## src/rtl/pmx_pkg.sv

```systemverilog
package pmx_pkg;
  localparam int NUM_PINS   = 32;
  localparam int NUM_GROUPS = 8;
  localparam int DATA_W     = 32;
  localparam int ADDR_W     = 6;
  localparam int BIT_W      = $clog2(DATA_W);
  localparam int NUM_BANKS  = 3;

  localparam int BANK_FIRST [NUM_BANKS] = '{0, 16, 28};
  localparam int BANK_LAST  [NUM_BANKS] = '{15, 27, 31};
  localparam int BANK_WORD  [NUM_BANKS] = '{0, 0, 1};
  localparam int BANK_BIT   [NUM_BANKS] = '{0, 16, 4};

  localparam logic [NUM_PINS-1:0] GRP_MASK [NUM_GROUPS] = '{
    32'h0000_000F, 32'h0000_003C, 32'h0000_FF00, 32'h000F_0000,
    32'h00FC_0000, 32'h0F00_0000, 32'hF000_0000, 32'h4000_0202};

  function automatic int range_words();
    int m = 0;
    for (int b = 0; b < NUM_BANKS; b++)
      if (BANK_WORD[b] > m) m = BANK_WORD[b];
    return m + 1;
  endfunction

  localparam int RANGE_WORDS = range_words();
  localparam int W_MUX = 0;
  localparam int W_PEN = 1;
  localparam int W_PUL = W_PEN + RANGE_WORDS;
  localparam int W_DIR = W_PUL + RANGE_WORDS;
  localparam int W_OUT = W_DIR + RANGE_WORDS;
  localparam int W_INP = W_OUT + RANGE_WORDS;
  localparam int W_END = W_INP + RANGE_WORDS;

  function automatic int pin_bank(int p);
    for (int b = 0; b < NUM_BANKS; b++)
      if (p >= BANK_FIRST[b] && p <= BANK_LAST[b]) return b;
    return 0;
  endfunction

  function automatic int pin_word(int p);
    return BANK_WORD[pin_bank(p)];
  endfunction

  function automatic logic [BIT_W-1:0] pin_bit(int p);
    int b;
    b = pin_bank(p);
    return BIT_W'(BANK_BIT[b] + p - BANK_FIRST[b]);
  endfunction
endpackage

```

## src/rtl/pmx_sync.sv

```systemverilog
module pmx_sync #(
  parameter int WIDTH = 32
) (
  input  logic             clk_i,
  input  logic             rst_ni,
  input  logic [WIDTH-1:0] d_i,
  output logic [WIDTH-1:0] q_o
);
  logic [WIDTH-1:0] s1_q, s2_q;

  always_ff @(posedge clk_i or negedge rst_ni) begin
    if (!rst_ni) begin
      s1_q <= '0;
      s2_q <= '0;
    end else begin
      s1_q <= d_i;
      s2_q <= s1_q;
    end
  end

  assign q_o = s2_q;
endmodule

```

## src/rtl/pmx_regfile.sv

```systemverilog
module pmx_regfile
  import pmx_pkg::*;
#(
  parameter bit SHARE_PULL = 1'b0
) (
  input  logic                  clk_i,
  input  logic                  rst_ni,
  input  logic                  wr_i,
  input  logic                  rd_i,
  input  logic [ADDR_W-1:0]     addr_i,
  input  logic [DATA_W-1:0]     wdata_i,
  output logic [DATA_W-1:0]     rdata_o,
  input  logic [NUM_PINS-1:0]   pin_in_i,
  output logic [NUM_GROUPS-1:0] grp_en_o,
  output logic [NUM_PINS-1:0]   pull_en_o,
  output logic [NUM_PINS-1:0]   pull_dir_o,
  output logic [NUM_PINS-1:0]   dir_o,
  output logic [NUM_PINS-1:0]   out_o
);
  localparam int WORD_W = ADDR_W - 2;

  logic [WORD_W-1:0]     word;
  logic                  aligned;
  int                    wsel;
  logic [NUM_GROUPS-1:0] mux_q, mux_d;
  logic [NUM_PINS-1:0]   pe_q, pe_d, pu_q, pu_d, dir_q, dir_d, out_q, out_d;
  logic [DATA_W-1:0]     rd_word, rdata_q, rdata_d;

  assign word    = addr_i[ADDR_W-1:2];
  assign aligned = (addr_i[1:0] == 2'b00);
  assign wsel    = int'(word);

  // next state for the configuration fields
  always_comb begin
    mux_d = mux_q;
    pe_d  = pe_q;
    pu_d  = pu_q;
    dir_d = dir_q;
    out_d = out_q;
    if (wr_i && aligned) begin
      if (wsel == W_MUX) mux_d = wdata_i[NUM_GROUPS-1:0];
      for (int p = 0; p < NUM_PINS; p++) begin
        if (wsel == W_PEN + pin_word(p) || (SHARE_PULL && wsel == W_PUL + pin_word(p)))
          pe_d[p] = wdata_i[pin_bit(p)];
        if (wsel == W_PUL + pin_word(p) || (SHARE_PULL && wsel == W_PEN + pin_word(p)))
          pu_d[p] = wdata_i[pin_bit(p)];
        if (wsel == W_DIR + pin_word(p)) dir_d[p] = wdata_i[pin_bit(p)];
        if (wsel == W_OUT + pin_word(p)) out_d[p] = wdata_i[pin_bit(p)];
      end
    end
  end

  // read word assembly: each pin lands on its bank bit
  always_comb begin
    rd_word = '0;
    if (aligned) begin
      if (wsel == W_MUX) rd_word[NUM_GROUPS-1:0] = mux_q;
      for (int p = 0; p < NUM_PINS; p++) begin
        if (wsel == W_PEN + pin_word(p)) rd_word[pin_bit(p)] = pe_q[p];
        if (wsel == W_PUL + pin_word(p)) rd_word[pin_bit(p)] = pu_q[p];
        if (wsel == W_DIR + pin_word(p)) rd_word[pin_bit(p)] = dir_q[p];
        if (wsel == W_OUT + pin_word(p)) rd_word[pin_bit(p)] = out_q[p];
        if (wsel == W_INP + pin_word(p)) rd_word[pin_bit(p)] = pin_in_i[p];
      end
    end
    rdata_d = rd_i ? rd_word : rdata_q;
  end

  always_ff @(posedge clk_i or negedge rst_ni) begin
    if (!rst_ni) begin
      mux_q   <= '0;
      pe_q    <= '0;
      pu_q    <= '0;
      dir_q   <= '1;
      out_q   <= '0;
      rdata_q <= '0;
    end else begin
      mux_q   <= mux_d;
      pe_q    <= pe_d;
      pu_q    <= pu_d;
      dir_q   <= dir_d;
      out_q   <= out_d;
      rdata_q <= rdata_d;
    end
  end

  assign rdata_o    = rdata_q;
  assign grp_en_o   = mux_q;
  assign pull_en_o  = pe_q;
  assign pull_dir_o = pu_q;
  assign dir_o      = dir_q;
  assign out_o      = out_q;

  // a read of an unused word or an unaligned address returns zero
  p_unused_read_zero_r10: assert property (@(posedge clk_i) disable iff (!rst_ni)
    (rd_i && (wsel >= W_END || !aligned)) |=> (rdata_o == '0));

  // a read with no strobe leaves the returned data unchanged
  p_rdata_hold_r2: assert property (@(posedge clk_i) disable iff (!rst_ni)
    !rd_i |=> $stable(rdata_o));
endmodule

```

## src/rtl/pmx_pad_mux.sv

```systemverilog
module pmx_pad_mux
  import pmx_pkg::*;
(
  input  logic                           clk_i,
  input  logic                           rst_ni,
  input  logic [NUM_GROUPS-1:0]          grp_en_i,
  input  logic [NUM_GROUPS*NUM_PINS-1:0] alt_out_i,
  input  logic [NUM_GROUPS*NUM_PINS-1:0] alt_oe_i,
  input  logic [NUM_PINS-1:0]            dir_i,
  input  logic [NUM_PINS-1:0]            out_i,
  output logic [NUM_PINS-1:0]            pad_out_o,
  output logic [NUM_PINS-1:0]            pad_oe_o
);
  for (genvar p = 0; p < NUM_PINS; p++) begin : g_pin
    // walk from highest to lowest index so the lowest enabled group wins
    always_comb begin
      pad_out_o[p] = out_i[p];
      pad_oe_o[p]  = ~dir_i[p];
      for (int g = NUM_GROUPS - 1; g >= 0; g--) begin
        if (grp_en_i[g] && GRP_MASK[g][p]) begin
          pad_out_o[p] = alt_out_i[g*NUM_PINS + p];
          pad_oe_o[p]  = alt_oe_i[g*NUM_PINS + p];
        end
      end
    end
  end

  // with no group enabled every pad follows the GPIO registers
  p_gpio_fallback_r7: assert property (@(posedge clk_i) disable iff (!rst_ni)
    (grp_en_i == '0) |-> (pad_oe_o == ~dir_i && pad_out_o == out_i));

  // group 0 has top priority on every pin it owns
  p_group0_wins_r8: assert property (@(posedge clk_i) disable iff (!rst_ni)
    grp_en_i[0] |-> (((pad_out_o ^ alt_out_i[NUM_PINS-1:0]) & GRP_MASK[0]) == '0));
endmodule

```

## src/rtl/pmx_pad_ctrl.sv

```systemverilog
module pmx_pad_ctrl
  import pmx_pkg::*;
#(
  parameter bit SHARE_PULL = 1'b0
) (
  input  logic                           clk_i,
  input  logic                           rst_ni,
  input  logic                           bus_wr_i,
  input  logic                           bus_rd_i,
  input  logic [ADDR_W-1:0]              bus_addr_i,
  input  logic [DATA_W-1:0]              bus_wdata_i,
  output logic [DATA_W-1:0]              bus_rdata_o,
  input  logic [NUM_PINS-1:0]            pad_in_i,
  input  logic [NUM_GROUPS*NUM_PINS-1:0] alt_out_i,
  input  logic [NUM_GROUPS*NUM_PINS-1:0] alt_oe_i,
  output logic [NUM_PINS-1:0]            pad_out_o,
  output logic [NUM_PINS-1:0]            pad_oe_o,
  output logic [NUM_PINS-1:0]            pad_pull_en_o,
  output logic [NUM_PINS-1:0]            pad_pull_up_o
);
  logic [1:0]            rst_q;
  logic                  rst_n;
  logic [NUM_PINS-1:0]   pin_in;
  logic [NUM_GROUPS-1:0] grp_en;
  logic [NUM_PINS-1:0]   pull_en, pull_dir, dir, out;

  // reset asserts at once and is released on a clock edge
  always_ff @(posedge clk_i or negedge rst_ni) begin
    if (!rst_ni) rst_q <= 2'b00;
    else         rst_q <= {rst_q[0], 1'b1};
  end
  assign rst_n = rst_q[1];

  pmx_sync #(.WIDTH(NUM_PINS)) u_sync (
    .clk_i (clk_i),
    .rst_ni(rst_n),
    .d_i   (pad_in_i),
    .q_o   (pin_in)
  );

  pmx_regfile #(.SHARE_PULL(SHARE_PULL)) u_regs (
    .clk_i     (clk_i),
    .rst_ni    (rst_n),
    .wr_i      (bus_wr_i),
    .rd_i      (bus_rd_i),
    .addr_i    (bus_addr_i),
    .wdata_i   (bus_wdata_i),
    .rdata_o   (bus_rdata_o),
    .pin_in_i  (pin_in),
    .grp_en_o  (grp_en),
    .pull_en_o (pull_en),
    .pull_dir_o(pull_dir),
    .dir_o     (dir),
    .out_o     (out)
  );

  pmx_pad_mux u_mux (
    .clk_i    (clk_i),
    .rst_ni   (rst_n),
    .grp_en_i (grp_en),
    .alt_out_i(alt_out_i),
    .alt_oe_i (alt_oe_i),
    .dir_i    (dir),
    .out_i    (out),
    .pad_out_o(pad_out_o),
    .pad_oe_o (pad_oe_o)
  );

  assign pad_pull_en_o = pull_en;
  assign pad_pull_up_o = pull_en & pull_dir;

  // pull-up is never signalled on a pad without bias enabled
  p_pullup_needs_enable_r5: assert property (@(posedge clk_i) disable iff (!rst_n)
    ((pad_pull_up_o & ~pad_pull_en_o) == '0));
endmodule

```

## config.mk

```make
export PLATFORM = sky130hd
export DESIGN_NAME = pmx_pad_ctrl
export DESIGN_NICKNAME = d
export VERILOG_FILES = /design/src/rtl/pmx_pkg.sv /design/src/rtl/pmx_sync.sv /design/src/rtl/pmx_regfile.sv /design/src/rtl/pmx_pad_mux.sv /design/src/rtl/pmx_pad_ctrl.sv
export SDC_FILE = /design/constraint.sdc
export NUM_CORES = 1
export LEC_CHECK = 0
export BUFFER_PORTS_ARGS = -buffer_cell sky130_fd_sc_hd__buf_2
export CAP_MARGIN = 25
export CORE_AREA = 4 4 289 291
export DETAILED_ROUTE_END_ITERATION = 7
export DIE_AREA = 0 0 293 295
export PLACE_DENSITY = 0.35
export SETUP_SLACK_MARGIN = 0.05
export SYNTH_ARGS = -nofsm -noshare
export SYNTH_HDL_FRONTEND = slang
export SYNTH_SLANG_ARGS = --single-unit
```

## constraint.sdc

```tcl
create_clock -name clk_i -period 10.2 [get_ports clk_i]
set_clock_uncertainty 0.05 [all_clocks]
set_input_delay 1.53 -clock clk_i [delete_from_list [all_inputs] [get_ports clk_i]]
set_output_delay 1.53 -clock clk_i [all_outputs]
set_load 0.03 [all_outputs]
```

# After elaboration in Yosys (flattened, before gate mapping)
# Index checks and enable logic that the tools add are counted.
[classes]
reduce_logical = 176
magnitude_cmp = 481
n_bitwise = 66
add_sub_neg = 594
n_eq_ne = 27
muxes = 1432
[ops]
columns = ["op", "count"]
rows = [
  ["$mux W32", 392],
  ["$bwmux W32", 160],
  ["$bmux W32 S2", 60],
  ["$lt A5 B6 Y1 const B", 288],
  ["$sub A5 B5 Y5", 288],
  ["$ge A32 B3 Y1 const B", 33],
  ["$not A32 Y32", 33],
  ["$eq A5 B32 Y1", 27],
  ["$demux W1 S5", 160],
  ["$ge A5 B1 Y1 const B", 160],
  ["$add A5 B5 Y5 const B", 144],
  ["$bmux W1 S5", 128],
  ["$mux W5", 108],
  ["$mux W1", 411],
  ["$add A4 B32 Y32 const A", 12],
  ["$add A5 B4 Y5 const B", 72],
  ["$add A2 B32 Y32 const A", 6],
  ["$add A3 B32 Y32 const A", 6],
  ["$add A5 B3 Y5 const B", 36],
  ["$logic_and A1 B1 Y1", 161],
  ["$add A5 B32 Y32 const A", 3],
  ["$add A5 B2 Y5 const B", 18],
  ["$add A5 B1 Y5 const B", 9],
  ["$and A32 B32 Y32", 1],
  ["6 further kinds", 60],
]
[word_totals]
regBits = 234
output_inout_bits = 160
inputBits = 586

# Longest topological paths before layout
# Gate-level depths: netlist of the first run.
[depth]
ltp_word = 499
mapped_depth = 8
ltp_nobuf = 5

# Modules after synthesis
# From an unflattened synthesis of the first run, not the netlist that was laid out.
[unflattened]
hier_cells = 906
area_unflattened_um2 = 10531.4
[modules_own_cells]
columns = ["module", "cells_per_inst", "seq_area_each_um2", "n_inst", "area_each_um2"]
rows = [
  ["pmx_regfile", 674, 4144.0, 1, 7785.0],
  ["pmx_sync", 64, 1601.5, 1, 1601.5],
  ["pmx_pad_mux", 133, 0.0, 1, 890.9],
  ["pmx_pad_ctrl", 35, 50.0, 1, 254.0],
]

# Worst setup path before layout of the first run
# Ideal clock, no wire load.
[synth_timing]
kind = "input -> output"
start = "input port alt_out_i[146]"
end = "output port pad_out_o[18]"
slack_ns = 6.347
arrival_ns = 2.273
cell_stages = 2
path_buffers = 0
path_cell_list = "mux2i_1 o21ai_0"
[synth_between]
elab_chain_len = 2
[synth_rtl]
columns = ["item", "line_no", "source"]
rows = [
  ["start, declared", "pmx_pad_ctrl.sv:14", "input logic [NUM_GROUPS*NUM_PINS-1:0] alt_out_i,"],
  ["$mux W1 (2 in series)", "pmx_pad_mux.sv:20", "if (grp_en_i[g] && GRP_MASK[g][p]) begin"],
  ["end, declared", "pmx_pad_ctrl.sv:16", "output logic [NUM_PINS-1:0] pad_out_o,"],
]
# No other way between the ends.

# Worst setup path after layout of the first run
[layout_timing]
start = "input port bus_addr_i[3]"
end = "register u_regs.dir_q[11] (netlist: u_regs.dir_o[11])"
[layout_between]
elab_chain_len = 2
[layout_rtl]
columns = ["item", "line_no", "source"]
rows = [
  ["start, declared", "pmx_pad_ctrl.sv:10", "input logic [ADDR_W-1:0] bus_addr_i,"],
  ["$eq A5 B32 Y1", "pmx_regfile.sv:47", "if (wsel == W_DIR + pin_word(p)) dir_d[p] = wdata_i[pin_bit(p)];"],
  ["$reduce_and A2 Y1 (no source line)", "--", ""],
  ["end signal, assigned", "pmx_regfile.sv:81", "dir_q <= dir_d;"],
  ["end, declared", "pmx_regfile.sv:26", "logic [NUM_PINS-1:0] pe_q, pe_d, pu_q, pu_d, dir_q, dir_d, out_q, out_d;"],
]
# No other way between the ends.
# A chain may end at the register's enable or synchronous reset.

==> results of run 1 <==
## cells in the final DEF, fill, tap and decap left out, types with 6 or more instances in the layout
master / n
mux2_2: 183
and2_1: 33
clkbuf_16: 29
dfstp_2: 32
buf_2: 299
buf_4: 14
dfrtp_1: 197
o22ai_1: 13
mux2i_1: 12
a222oi_1: 20
clkbuf_8: 7
nand2_1: 71
o21ai_0: 51
a21oi_1: 33
a21o_1: 17
nand2b_1: 6
a22oi_1: 7
inv_1: 9
## registers in the layout (all words and copies together), names as in the netlist
| register | count |
|---|---|
| u_regs.dir_o | 32 |
| u_regs.grp_en_o | 8 |
| rst_q | 2 |
| u_regs.pull_dir_o | 32 |
| u_regs.pull_en_o | 32 |
| u_regs.rdata_o | 28 |
| u_regs.out_o | 32 |
| u_sync.q_o | 32 |
| u_sync.s1_q | 32 |
## path summary, 6_finish.rpt
| kind | start | slack (ns) | depth (start not counted) | endpoint |
|---|---|---|---|---|
| setup reg to reg | rst_q[1] | 7.81 | 2 | u_regs.pull_en_o[18] |
| hold reg to reg | rst_q[1] | 0.23 | 0 | u_regs.pull_en_o[8] |
| min in group clk_i | rst_q[0] | 0.30 | 0 | rst_q[1] |
| hold / removal | rst_q[1] | 0.23 | 0 | u_regs.pull_en_o[8] |
| max in group asynchronous | rst_q[1] | 7.81 | 2 | u_regs.pull_en_o[18] |
| setup / recovery | bus_addr_i[3] | 6.12 | 8 | u_regs.dir_o[11] |
## through the flow
step	cells	setup WS, ns	instance area [um^2]	hold slack [ns]	utilization, %
2_1_floorplan	806	3.32	10200	0.281	-
6_report	2187	6.12	14000	0.232	17.4
4_1_cts	2181	6.07	13900	0.259	17.3
5_1_grt	2184	6.00	14000	0.284	17.3
3_3_place_gp	2128	5.43	12900	0.248	16.0
3_5_place_dp	2128	5.45	12900	0.253	16.0
## where the power goes
group,internal [uW],leakage [uW],total (uW),switching [uW]
sequential,1010,0.00287,1120,111
combinational,194,0.00307,534,340
clock,697,0.000509,1120,422
total,1900,0.00645,2780,874
## metal layers
metal / up-vias / global-route usage, % / wire length [um]
met3: 60 / 3.89 / 4530
met2: 320 / 16.6 / 21300
met4: 12 / 1.64 / 762
met5: - / 0 / 67
met1: 3978 / 15.2 / 22400
li1: 3515 / - / -
## layout make-up
type | count | area (um^2) | share of cell area, %
flip-flops and latches | 230 | 5800 | 41.5
repair buffers | 316 | 1660 | 11.9
well taps | 1060 | 1330 | 9.49
clock inverters | 12 | 195 | 1.40
clock buffers | 41 | 841 | 6.02
inverters | 10 | 37.5 | 0.269
diodes | 3 | 7.51 | 0.0537
multi-input cells | 515 | 4110 | 29.4
## logic make-up after synthesis
group                  synth area share (%)
buffers and inverters                  3.29
AOI/OAI and AO/OA                      10.9
and+or+nand+nor                        7.39
other                                0.0735
DFF                                    56.7
muxes                                  21.7
==> impl_metrics.json, run 1 <==
{
  "rsz0062_at_grt": "no",
  "yosysTopAreaCell": "dfrtp_1",
  "start_kind": "primary input",
  "vias": 7885,
  "cts_root_buf": "clkbuf_16",
  "cts_htree_levels": 1,
  "ant_nets": 0,
  "io_pins": 746,
  "yosys_warnings": 0,
  "grt.total_usage_pct": 10.9,
  "cts_tree": "yes",
  "crit_family": "buffers and inverters",
  "clock.fmax_ghz": 0.245,
  "setup_tns_ns": 0,
  "drtPass1Iterations": 7,
  "p_per_area_mw_per_mm2": 199,
  "row_count": 104,
  "fp.dieH_um": 295,
  "fin_crit_ns": 4.08,
  "dpl.hpwl_mm": 35.5,
  "grt_max_degree": 79,
  "ys_top_cells_by_area": "dfrtp_1 (48%), mux2_2 (20%), dfstp_2 (8.2%), nand2_1 (2.6%), o21ai_0 (2.5%)",
  "period_share_pct": 40.0,
  "yosysMostFrequentCell": "dfrtp_1",
  "syn_area_mm2": 0.0102,
  "cts_post_setup_buffers_inserted": 0,
  "status": "complete, no violations",
  "ys.flop_type": "dfrtp_1",
  "grt_overflow_total": 0,
  "finalSetupViolations": 0,
  "ys_ff_latch": 230,
  "dieArea_mm2": 0.0864,
  "yosysSeqAreaShare_pct": 56.7,
  "cts_inserted_buffers": 29,
  "clock-sinks": 230,
  "critPathMaxFanout": 27,
  "yosysUniqueCellTypes": 53,
  "worstMarginPinSlew_ns": 1.02,
  "finalMaxSlewViolations": 0,
  "wl_per_cell_um": 22.4,
  "antenna_found_initial": 21,
  "worstPathArrival_ns": 4.50,
  "core_mm2": 0.0805,
  "drc": 0,
  "die_w_um": 293,
  "async_flop_share_pct": 100,
  "cpMostUsedCell": "buf_4",
  "wl_mm": 49.0,
  "max-vdd-ir-drop_mv": 0.109,
  "max_stage_delay_ns": 0.66,
  "holdBufCountCts": 0,
  "cts_buffer_depth": 3,
  "path_buf_inv": 4,
  "leakage_uw": 0.00645,
  "cp.required_ns": 10.63,
  "final_layout_size_suffix_gt1_share_pct": 53.1,
  "synth-edff-count": 0,
  "ys_top_cells_by_count": "dfrtp_1 (198), mux2_2 (183), nand2_1 (71)",
  "cts_resized": 0,
  "grt_pass1_wl_mm": 67.2,
  "fillerInstances": 8900,
  "clk_pin_slew_ns": 0.06,
  "hold_path_class": "reg2async",
  "drt_iter0_drc": 408,
  "syn2layout_area_growth_pct": 36.8,
  "crit_chain": "buf_2, buf_4, nand2b_1, nor2_2, buf_4, nand2_2, buf_4, mux2_2",
  "syn_avg_cell_area_um2": 12.7,
  "drv_cap": 0,
  "gp_congestion": 0.747,
  "cpMaxStageDelayCell": "buf_2",
  "syn_inst": 803,
  "initial_utilization_pct": 12.7,
  "netlist.area_leader.share_pct": 48.5,
  "critPathKind": "in2reg",
  "relSlewSlack_pct": 31.7,
  "finalHoldViolCount": 0,
  "worstSetupEndpointType": "flop",
  "finalPower_uw": 2780,
  "via_per_inst": 3.61,
  "io_buffer_count": 299,
  "grt_pass1_vias": 8433,
  "worstSkewPairLatency_ns": 0.56,
  "fin_nets": 1688
}
No activity file was read; power rests on OpenSTA's default activity.
==> run 2: changes to the inputs <==
--- a/config.mk
+++ b/config.mk
@@ -7,9 +7,9 @@
 export LEC_CHECK = 0
 export BUFFER_PORTS_ARGS = -buffer_cell sky130_fd_sc_hd__buf_2
 export CAP_MARGIN = 25
-export CORE_AREA = 4 4 289 291
+export CORE_AREA = 4 4 291 293
 export DETAILED_ROUTE_END_ITERATION = 7
-export DIE_AREA = 0 0 293 295
+export DIE_AREA = 0 0 295 297
 export PLACE_DENSITY = 0.35
 export SETUP_SLACK_MARGIN = 0.05
 export SYNTH_ARGS = -nofsm -noshare
==> constraint.sdc (replaced) <==
create_clock -name clk_i -period 4.2 [get_ports clk_i]
set_clock_uncertainty 0.05 [all_clocks]
set_input_delay 0.63 -clock clk_i [delete_from_list [all_inputs] [get_ports clk_i]]
set_output_delay 0.63 -clock clk_i [all_outputs]
set_load 0.03 [all_outputs]
==> run 2 against run 1 <==
Against the previous run:
- clock power is 120% higher
- critical path depth is 4 lower
- largest power group unchanged
- clock-buffer cell count is 1 lower
- design area hardly changed
- cell count is 0.64% higher
- sequential share of layout area hardly changed
- global-route usage is 0.14 points lower
- routed wire length is 0.25% lower
- total power is 130% higher
==> impl_metrics.json, run 2 (synthesis gave the netlist of run 1 again) <==
{
  "finalSetupViolations": 0,
  "fillerInstances": 9082,
  "final_layout_size_suffix_gt1_share_pct": 53.2,
  "cts_inserted_buffers": 28,
  "cts_buffer_depth": 3,
  "grt_pass1_vias": 8493,
  "post_dp_cell_area_mm2": 0.0130,
  "ant_nets": 0,
  "cts_resized": 0,
  "dieArea_mm2": 0.0876,
  "p_sw_uw": 2130,
  "row_count": 105,
  "status": "complete, no violations",
  "via_per_inst": 3.56,
  "wl_per_cell_um": 22.2,
  "max-vdd-ir-drop_mv": 0.181,
  "final_common_cell": "buf_2",
  "critPathMaxFanout": 7,
  "wl_mm": 48.9,
  "holdWs_ns": 0.121,
  "m1WireLength_mm": 22.6,
  "initial_utilization_pct": 12.5,
  "cts_tree": "yes",
  "vias": 7841,
  "worstMarginPinSlew_ns": 0.960,
  "grt.total_usage_pct": 10.8,
  "start_kind": "flop",
  "grt_pass1_wl_mm": 67.2,
  "setup_tns_ns": 0,
  "clockPowerShare_pct": 37.9,
  "p_per_area_mw_per_mm2": 466,
  "finalHoldViolCount": 0,
  "drv_cap": 0,
  "fin_crit_ns": 2.78,
  "seqPwrFrac_pct": 41.9,
  "drt_iter0_drc": 384,
  "rsz0062_at_grt": "no",
  "clock.fmax_ghz": 0.359,
  "worstSetupEndpointType": "output pin",
  "fin_nets": 1691,
  "io_buffer_count": 299,
  "dpl.hpwl_mm": 36.7,
  "dr.max_layer_used": "met5",
  "io_pins": 746,
  "multi_input_area_mm2": 0.00412,
  "regArea_mm2": 0.00580,
  "p_sw_share_pct": 32.7,
  "drc": 0,
  "met2_length_mm": 21.2,
  "leakage_uw": 0.00644,
  "fin_util_pct": 17.1,
  "hold_path_class": "in2reg",
  "cts_htree_levels": 1,
  "gp_congestion": 0.739,
  "cp.required_ns": 3.52,
  "layout_common_cells": "buf_2 (299), dfrtp_1 (197), mux2_2 (183), nand2_1 (71), o21ai_0 (51)",
  "cts_root_buf": "clkbuf_16",
  "syn2layout_area_growth_pct": 36.7,
  "finalMaxSlewViolations": 0,
  "cts_post_setup_buffers_inserted": 0,
  "finalInstanceArea_mm2": 0.0140,
  "grt_max_degree": 95,
  "fp.dieH_um": 297,
  "core_mm2": 0.0818,
  "worstPathArrival_ns": 2.10,
  "grt_overflow_total": 0,
  "worstSkewPairLatency_ns": 0.55,
  "die_w_um": 295,
  "pwr-share-comb_pct": 20.3,
  "antenna_found_initial": 20,
  "drtPass1Iterations": 5,
  "period_share_pct": 66.2,
  "met3_length_mm": 3.89,
  "clock-sinks": 230,
  "critPathKind": "reg2out",
  "clk_pin_slew_ns": 0.07,
  "intPower_uw": 4390,
  "relSlewSlack_pct": 36.0
}
## run 2: critical path, stage by stage (launching register included)
cell,delay [ns]
dfrtp_1,0.69
buf_4,0.29
o21ai_0,0.10
mux2_2,0.26
buf_2,0.20
## run 2: final timing paths
kind / startpoint / endpoint / slack [ns] / cells past startpoint
min in group asynchronous: rst_q[1] / u_sync.s1_q[13] / 0.32 / 0
max in group asynchronous: rst_q[1] / u_regs.pull_dir_o[7] / 2.78 / 1
min: pad_in_i[18] / u_sync.s1_q[18] / 0.12 / 1
max: u_regs.grp_en_o[7] / pad_oe_o[30] / 1.42 / 4
max reg2reg: u_regs.grp_en_o[7] / u_regs.rdata_o[7] / 2.25 / 6
min reg2reg: u_sync.s1_q[28] / u_sync.q_o[28] / 0.29 / 0
## run 2: layout make-up
class / instances / area share [%]
clock buffer: 40 / 5.99
tap: 1070 / 9.58
clock inverter: 11 / 0.707
sequential: 230 / 41.5
multi-input combinational: 515 / 29.5
timing repair buffer: 320 / 12.4
inverter: 10 / 0.269
antenna: 5 / 0.0895
## run 2: routing by layer
metal	vias up	global-route usage [%]
met2	295	16.6
li1	3523	-
met4	14	2.49
met1	3943	14.7
met3	66	3.41
met5	-	0
## run 2: power groups by stage
stage	sequential, uW	combinational [uW]	clock (uW)
floorplan	2730	764	0
global placement	2790	1300	0
detailed placement	2780	1330	0
CTS	2740	1340	2570
global route	2760	1410	2660
finish	2730	1320	2470
## run 2: stage by stage
| stage | cells | setup slack [ns] | power (uW) |
|---|---|---|---|
| after floorplan | 806 | 0.400 | 3490 |
| after global placement | 2142 | 1.09 | 4090 |
| after detailed placement | 2144 | 1.08 | 4110 |
| after CTS | 2196 | 1.25 | 6650 |
| after global routing | 2196 | 1.27 | 6840 |
| final | 2201 | 1.42 | 6510 |
## run 2: timing repair
action,in CTS,in global routing
hold endpoints to repair,2,0
setup endpoints to repair,0,0
hold buffers,1,0
==> run 3: changes to the inputs <==
==> constraint.sdc (replaced) <==
create_clock -name clk_i -period 2.79 [get_ports clk_i]
set_clock_uncertainty 0.05 [all_clocks]
set_input_delay 0.4185 -clock clk_i [delete_from_list [all_inputs] [get_ports clk_i]]
set_output_delay 0.4185 -clock clk_i [all_outputs]
set_load 0.03 [all_outputs]
==> run 3 against run 2 <==
Against the previous run:
- core utilization rose by 0.66 points
- clock power rose by 53%
- largest power group unchanged
- non-clock buffer count increased by 49
- design area is 3.9% higher
==> impl_metrics.json, run 3 (synthesis gave the netlist of run 1 again) <==
{
  "drt_iter0_drc": 512,
  "die_w_um": 295,
  "clk_pin_slew_ns": 0.06,
  "initial_utilization_pct": 12.5,
  "cp.required_ns": 2.32,
  "p_per_area_mw_per_mm2": 684,
  "grt_pass1_vias": 8753,
  "syn2layout_area_growth_pct": 42.0,
  "wl_mm": 48.7,
  "fin_crit_ns": 2.55,
  "clock-sinks": 230,
  "final_common_cell": "buf_2",
  "antenna_found_initial": 15,
  "row_count": 105,
  "rsz0062_at_grt": "no",
  "stdcell_count": 2255,
  "finalSetupViolations": 0,
  "max-vdd-ir-drop_mv": 0.354,
  "cts_root_buf": "clkbuf_16",
  "ant_nets": 0,
  "worstSkewPairLatency_ns": 0.56,
  "p_sw_share_pct": 31.7,
  "wl_per_cell_um": 21.6,
  "dieArea_mm2": 0.0876,
  "layout_common_cells": "buf_2 (299), dfrtp_1 (197), mux2_2 (183), nand2_1 (71), o21ai_0 (51)",
  "cts_inserted_buffers": 29,
  "period_share_pct": 91.4,
  "cts_tree": "yes",
  "p_sw_uw": 3140,
  "worstMarginPinSlew_ns": 0.650,
  "cts_buffer_depth": 3,
  "fp.dieH_um": 297,
  "leakage_uw": 0.00669,
  "drc": 0,
  "critPathKind": "reg2out",
  "cts_resized": 0,
  "hold_path_class": "in2reg",
  "dp.cells": 2161,
  "intPower_uw": 6780,
  "worstPathArrival_ns": 2.08,
  "vias": 8127,
  "pwr-share-comb_pct": 20.6,
  "seqPwrFrac_pct": 41.4,
  "finalHoldViolCount": 0,
  "grt_overflow_total": 0,
  "clockPowerShare_pct": 38.0,
  "drv_cap": 0,
  "io_pins": 746,
  "dpl.hpwl_mm": 36.4,
  "fin_nets": 1741,
  "via_per_inst": 3.60,
  "setup_tns_ns": 0,
  "start_kind": "flop",
  "io_buffer_count": 299,
  "grt_pass1_wl_mm": 67.6,
  "worstSetupEndpointType": "output pin",
  "clock.fmax_ghz": 0.392,
  "status": "complete, no violations",
  "relSlewSlack_pct": 56.6,
  "cts_htree_levels": 1,
  "core_mm2": 0.0818,
  "finalMaxSlewViolations": 0,
  "final_layout_size_suffix_gt1_share_pct": 51.8,
  "grt_max_degree": 73,
  "drtPass1Iterations": 5,
  "grt.total_usage_pct": 10.8,
  "critPathMaxFanout": 12,
  "gp_congestion": 0.741
}
run 3: power by group through the flow:
stage / Clock (uW) / Sequential [uW] / Combinational [uW]
2_1_floorplan: 0 / 4110 / 1150
3_3_place_gp: 0 / 4170 / 2040
3_5_place_dp: 0 / 4180 / 2040
4_1_cts: 3940 / 4120 / 2090
5_1_grt: 4080 / 4160 / 2200
6_report: 3770 / 4110 / 2040
run 3: metrics by stage:
step	setup slack (ns)	hold WS, ns	total power [uW]	util, %	area, um^2
6_report	0.241	0.0804	9920	17.7	14500
5_1_grt	0.110	0.0507	10400	17.7	14500
2_1_floorplan	0.433	0.0729	5260	-	10200
4_1_cts	0.136	0.0348	10200	17.7	14500
3_5_place_dp	0.480	0.161	6220	16.1	13200
3_3_place_gp	0.220	0.157	6210	16.1	13200
run 3: layout make-up:
class	instances	area, um^2
Fill cell	9105	67300
Inverter	10	37.5
Clock buffer	46	830
Clock inverter	8	121
Timing Repair Buffer	369	2260
Multi-Input combinational cell	515	4110
Sequential cell	230	5800
Antenna cell	7	17.5
Tap cell	1070	1340
run 3: critical path, cell delays in order, from the launching register on:
cell and delay (ns):
dfrtp_1 0.75, buf_4 0.27, mux2_2 0.33, buf_2 0.18
run 3: worst paths after layout:
path / start / end / slack, ns / cells after the start
max: u_regs.grp_en_o[6] / pad_out_o[31] / 0.24 / 3
min: bus_wdata_i[27] / u_regs.pull_dir_o[27] / 0.08 / 2
max reg2reg: u_regs.grp_en_o[7] / u_regs.rdata_o[7] / 1.10 / 5
min reg2reg: rst_q[1] / u_regs.pull_en_o[8] / 0.25 / 0
max in group asynchronous: rst_q[1] / u_regs.dir_o[10] / 1.53 / 2
min in group asynchronous: rst_ni / rst_q[0] / 0.13 / 2
run 3: timing repair:
action / in CTS / in global routing
hold endpoints to repair: 34 / 0
buffers inserted: 0 / 0
hold buffers: 33 / 0
run 3: layer usage:
layer	track usage (%)	vias up	wire [um]
met3	2.67	61	3180
met5	0	-	68
met1	15.3	4117	23300
li1	-	3637	-
met4	2.40	10	1180
met2	16.5	302	20900
